<file path="config.mk">
export PLATFORM = sky130hd
export DESIGN_NAME = spi_shift_master
export DESIGN_NICKNAME = d
export VERILOG_FILES = /design/src/rtl/spi_shift_master.sv
export SDC_FILE = /design/constraint.sdc
export NUM_CORES = 1
export LEC_CHECK = 0
export ABC_AREA = 1
export BUFFER_PORTS_ARGS = -buffer_cell sky130_fd_sc_hd__buf_2
export CAP_MARGIN = 20
export CORE_UTILIZATION = 55
export CTS_BUF_LIST = sky130_fd_sc_hd__clkbuf_4
export DETAILED_ROUTE_END_ITERATION = 10
export GPL_TIMING_DRIVEN = 0
export PLACE_DENSITY = 0.7
export SYNTH_ARGS = -nofsm -noshare
export SYNTH_HDL_FRONTEND = slang
export SYNTH_SLANG_ARGS = --single-unit
</file>
<file path="constraint.sdc">
create_clock -name clk -period 9.6 [get_ports clk]
set_input_delay 0.96 -clock clk [delete_from_list [all_inputs] [get_ports clk]]
set_output_delay 0.96 -clock clk [all_outputs]
set_load 0.05 [all_outputs]
</file>
<file path="src/rtl/spi_shift_master.sv">
module spi_shift_master #(
  parameter int DEPTH = 4
) (
  input  logic        clk,
  input  logic        rst_n,
  input  logic        tick,
  input  logic [4:0]  cfg_width,
  input  logic        cfg_lsb,
  input  logic        cfg_cpol,
  input  logic        cfg_txneg,
  input  logic        cfg_rxneg,
  input  logic [3:0]  cfg_gap,
  input  logic        cfg_auto_ss,
  input  logic        cfg_ss_pol,
  input  logic        cfg_ss_level,
  input  logic        tx_push,
  input  logic [31:0] tx_data,
  input  logic        tx_clear,
  input  logic        rx_pop,
  input  logic        rx_clear,
  output logic [31:0] rx_data,
  output logic [$clog2(DEPTH+1)-1:0] rx_count,
  output logic        rx_empty,
  output logic        tx_empty,
  output logic        tx_full,
  output logic        busy,
  output logic        unit_done,
  output logic        sclk,
  output logic        mosi,
  input  logic        miso,
  output logic        ss
);
  localparam int AW = $clog2(DEPTH);
  localparam int CW = $clog2(DEPTH+1);

  typedef enum logic [1:0] {IDLE, XFER, GAP} st_t;
  st_t st;

  logic [31:0]   txm [DEPTH];
  logic [31:0]   rxm [DEPTH];
  logic [AW-1:0] twp, trp, rwp, rrp;
  logic [CW-1:0] tcnt;
  logic [31:0]   tsh, rsh, rsh_nxt, rx_word;
  logic [6:0]    half;
  logic [4:0]    gcnt;
  logic          phase;
  logic [5:0]    nbits;

  assign nbits = (cfg_width == 5'd0) ? 6'd32 : (cfg_width < 5'd8) ? 6'd8 : {1'b0, cfg_width};

  wire load     = tick && !tx_empty && (st == IDLE || (st == GAP && gcnt == 5'd0));
  wire edge_now = tick && (st == XFER);
  wire nsclk    = ~phase ^ cfg_cpol;
  wire drv      = edge_now && (nsclk == ~cfg_txneg) && (half != 7'd0);
  wire smp      = edge_now && (nsclk == ~cfg_rxneg);
  wire last     = edge_now && (half == ({nbits, 1'b0} - 7'd1));

  wire tx_wr  = tx_push && !tx_full && !tx_clear;
  wire rx_wr  = last && (rx_count != CW'(DEPTH)) && !rx_clear;
  wire rx_rd  = rx_pop && !rx_empty && !rx_clear;

  assign rsh_nxt = !smp ? rsh : cfg_lsb ? {miso, rsh[31:1]} : {rsh[30:0], miso};
  assign rx_word = cfg_lsb ? (rsh_nxt >> (6'd32 - nbits))
                           : (rsh_nxt & (32'hFFFF_FFFF >> (6'd32 - nbits)));

  assign tx_empty = (tcnt == '0);
  assign tx_full  = (tcnt == CW'(DEPTH));
  assign rx_empty = (rx_count == '0);
  assign rx_data  = rxm[rrp];
  assign busy     = (st != IDLE);
  assign sclk     = phase ^ cfg_cpol;
  assign mosi     = cfg_lsb ? tsh[0] : tsh[nbits[4:0] - 5'd1];
  assign ss       = (cfg_auto_ss ? busy : cfg_ss_level) ? cfg_ss_pol : ~cfg_ss_pol;

  always_ff @(posedge clk) begin
    if (tx_wr) txm[twp] <= tx_data;
    if (rx_wr) rxm[rwp] <= rx_word;
  end

  always_ff @(posedge clk or negedge rst_n) begin
    if (!rst_n) begin
      twp <= '0; trp <= '0; tcnt <= '0;
    end else if (tx_clear) begin
      twp <= '0; trp <= '0; tcnt <= '0;
    end else begin
      if (tx_wr) twp <= twp + 1'b1;
      if (load)  trp <= trp + 1'b1;
      tcnt <= tcnt + CW'(tx_wr) - CW'(load);
    end
  end

  always_ff @(posedge clk or negedge rst_n) begin
    if (!rst_n) begin
      rwp <= '0; rrp <= '0; rx_count <= '0;
    end else if (rx_clear) begin
      rwp <= '0; rrp <= '0; rx_count <= '0;
    end else begin
      if (rx_wr) rwp <= rwp + 1'b1;
      if (rx_rd) rrp <= rrp + 1'b1;
      rx_count <= rx_count + CW'(rx_wr) - CW'(rx_rd);
    end
  end

  always_ff @(posedge clk or negedge rst_n) begin
    if (!rst_n) begin
      st <= IDLE; phase <= 1'b0; half <= '0; gcnt <= '0;
      tsh <= '0; rsh <= '0; unit_done <= 1'b0;
    end else begin
      unit_done <= last;
      if (load) begin
        tsh   <= txm[trp];
        rsh   <= '0;
        half  <= '0;
        phase <= 1'b0;
        st    <= XFER;
      end else begin
        case (st)
          XFER: if (edge_now) begin
            phase <= ~phase;
            half  <= half + 7'd1;
            rsh   <= rsh_nxt;
            if (drv) tsh <= cfg_lsb ? (tsh >> 1) : (tsh << 1);
            if (last) begin
              st   <= GAP;
              gcnt <= {cfg_gap, 1'b0};
            end
          end
          GAP: if (tick) begin
            if (gcnt != 5'd0) gcnt <= gcnt - 5'd1;
            else              st   <= IDLE;
          end
          default: ;
        endcase
      end
    end
  end
endmodule

</file>
==> impl_metrics.tcl <==
set metrics [dict create \
    regToRegStartpoint "st[0]$_DFFE_PN0P_" \
    critPathMaxFanout 10 \
    yosysSeqAreaShare_pct 57.2 \
    p_leak_nw 8.29 \
    post_drt_wl_per_cell_um 21.7 \
    drc_errors 0 \
    synth_area_leaders "edfxtp_1 44%, dfrtp_1 13%, nand3_1 8.3%" \
    p_switching_mw 2.14 \
    cts_resized 0 \
    totalWireLength_mm 56.4 \
    vias 15500 \
    rr_endpoint "tcnt[2]$_DFF_PN0_" \
    globalplace.congestion 1.05 \
    die_x_um 181 \
    boundaryPins 99 \
    ctsHoldBuffers 0 \
    r2r_cells 13 \
    synth_edf_count 256 \
    fmax_mhz 177 \
    outcome "finished, final reports clean" \
    grt_usage_pct 35.5 \
    cts_buffers 90 \
    rsz0062_at_grt "no" \
    syn_area_sq_um 17600 \
    grt_max_degree 70 \
    dp_hpwl_mm 41.1 \
    period_share_pct 59.0 \
    drt_first_iter_violations 1532 \
    internal_power_mw 3.08 \
    synth_area_per_cell_sq_um 9.11 \
    required_ns 8.64 \
    ff2ff_setup_slack_ns 6.00 \
    drv_cap 0 \
    final_cell_mix "323 x nand2_1, 291 x nand3_1, 256 x edfxtp_1" \
    area_growth_pct 14.1 \
    synth.distinct_cells 42 \
    cts.clk_slew.worst_paths_ns 0.08 \
    finalMaxSlewViolations 0 \
    grt_pass1_vias 15600 \
    hold_ws_ns 0.0752 \
    core-area_sq_um 31500 \
    synthArstFlopShare_pct 26.9 \
    start_util_pct 55.8 \
    comb_power_share_pct 37.0 \
    grt_antenna_before_repair 2 \
    yosys_warnings 0 \
    die-height_um 181 \
    cts_setup_buffers 0 \
    start_kind "primary input" \
    layout_commonest_cell "nand2_1" \
    dieArea_sq_um 32700 \
    synth_top_area_share_pct 43.8 \
    cts_max_level 3 \
    p_per_area_nw_per_um2 261 \
    tightest_slew_ns 0.865 \
    cts_buffer_depth 3 \
    seqPwrFrac_pct 37.8 \
    hold_viol 0 \
    drtAntennaViolNets 0 \
    netlist_instances 1928 \
    drive_gt1_share_pct 14.2 \
    endpoint_kind "primary output" \
    syn_nets 2005 \
    synth-seq-cells 350 \
    numClockSinks 350 \
    swShare_pct 41.0 \
    via_per_inst 5.97 \
    overflow 0 \
    finalCriticalPeriod_ns 5.66 \
    portBuffers 97 \
    cts_tree "built" \
    worst_slew_margin_rel_pct 42.1 \
    drt-pass1-iter-count 7 \
    pwr-share-clk_pct 25.2 \
    clock_skew_ns 0.0672 \
    hp-class "in2async" \
    crit_type "in2out" \
    finalNetCount 2203 \
    grt_pass1_wl_mm 87.3 \
    setup_viol 0 \
    clock_latency_ns 0.81 \
    worstPathArrival_ns 4.70 \
    synth_top_area_cell "edfxtp_1" \
    finalSetupTns_ns 0 \
    synthFlopType "edfxtp_1" \
    row_count 65 \
    peakVddDrop_v 0.000175 \
    cts_root_buf "clkbuf_4" \
]
stage by stage:
step	area (sq um)	instances	util [%]	setup WS [ns]	total power, mW
after floorplan	17600	1928	-	4.99	3.26
after global placement	18600	2427	59.0	3.01	3.85
after detailed placement	18800	2436	59.9	4.01	3.90
after CTS	20000	2598	63.7	4.01	5.21
after global routing	20000	2601	63.7	3.65	5.52
final	20000	2601	63.7	3.94	5.23
kinds of logic (layout without fill, tap and decap cells):
logic type                 Yosys count  in the layout  share of synthesized area (%)
buffers and inverters              269            537                           6.12
and+or+nand+nor                    864            864                           21.1
AOI/OAI and AO/OA                  415            415                           13.6
DFF                                350            350                           57.2
adders and majority gates           21             21                           1.58
other                                0              3                              0
xor gates and xnor gates             9              9                          0.449
how the worst max path moves through the flow:
stage          cells past startpoint                   to    startpoint  slack (ns)
3_3_place_gp                      16  rxm[2][5]$_DFFE_PP_  cfg_width[4]        3.01
4_1_cts                           16                 mosi  cfg_width[4]        4.01
6_report                          16                 mosi  cfg_width[4]        3.94
2_1_floorplan                     15  rxm[0][0]$_DFFE_PP_  cfg_width[4]        4.99
5_1_grt                           16                 mosi  cfg_width[4]        3.65
3_5_place_dp                      16                 mosi  cfg_width[4]        4.01
cell usage after synthesis, types with 3 or more instances:
| cell | n |
|---|---|
| a21oi_1 | 84 |
| a221o_1 | 12 |
| buf_1 | 20 |
| buf_2 | 25 |
| buf_4 | 3 |
| buf_6 | 3 |
| clkbuf_1 | 68 |
| dfrtp_1 | 94 |
| edfxtp_1 | 256 |
| ha_1 | 19 |
| inv_1 | 143 |
| inv_2 | 5 |
| nand2_1 | 323 |
| nand2_2 | 8 |
| nand3_1 | 291 |
| nand3b_1 | 5 |
| nand4_1 | 4 |
| nor2_1 | 215 |
| nor3_1 | 10 |
| o211ai_1 | 18 |
| o21ai_0 | 202 |
| o21ai_1 | 6 |
| o221ai_1 | 25 |
| o22ai_1 | 52 |
| o31ai_1 | 6 |
| xnor2_1 | 3 |
| xor2_1 | 6 |
worst max-delay path: stages:
cell and delay (ns):
buf_2 0.12, nor2_1 0.10, inv_1 0.08, nand2_1 0.19
buf_2 0.33, buf_2 0.28, ha_1 0.26, clkbuf_1 0.59
clkbuf_1 0.61, o21ai_0 0.17, o21ai_0 0.23, o211ai_1 0.11
nand3_1 0.10, nand3_1 0.06, o21ai_0 0.17, buf_2 0.34
state kept, by name, indices dropped and copies added, names as in the netlist:
name	flops
trp	2
tcnt	3
twp	2
rx_count	3
st	2
gcnt	5
txm	128
phase	1
rxm	128
rrp	2
rsh	32
unit_done	1
rwp	2
half	7
tsh	32
power by group through the flow:
| stage | sequential (mW) | combinational, mW | clock [mW] |
|---|---|---|---|
| global route | 1.99 | 2.10 | 1.42 |
| CTS | 1.97 | 1.90 | 1.34 |
| detailed placement | 2.00 | 1.90 | 0 |
| finish | 1.98 | 1.93 | 1.32 |
| global placement | 2.00 | 1.85 | 0 |
| floorplan | 1.97 | 1.28 | 0 |
routing by layer:
metal  share of wire (%)  global-route usage [%]  vias up  wire, um
met1                  40                    44.3     7485     22600
met3                 6.4                    5.79      153      3610
met5                   0                       0        -         0
li1                    -                       -     7217         -
met4                 4.9                    19.5        0      2790
met2                  49                    59.1      679     27500
layout make-up:
type	count	area, sq um
Fill cell	2715	11400
Sequential cell	350	10000
Multi-Input combinational cell	1309	6510
Clock buffer	138	1040
Timing Repair Buffer	106	713
Inverter	150	563
Buffer	119	512
Tap cell	402	503
Clock inverter	24	156
Antenna cell	3	7.51
Note: power is estimated with default switching activity, not from simulation.
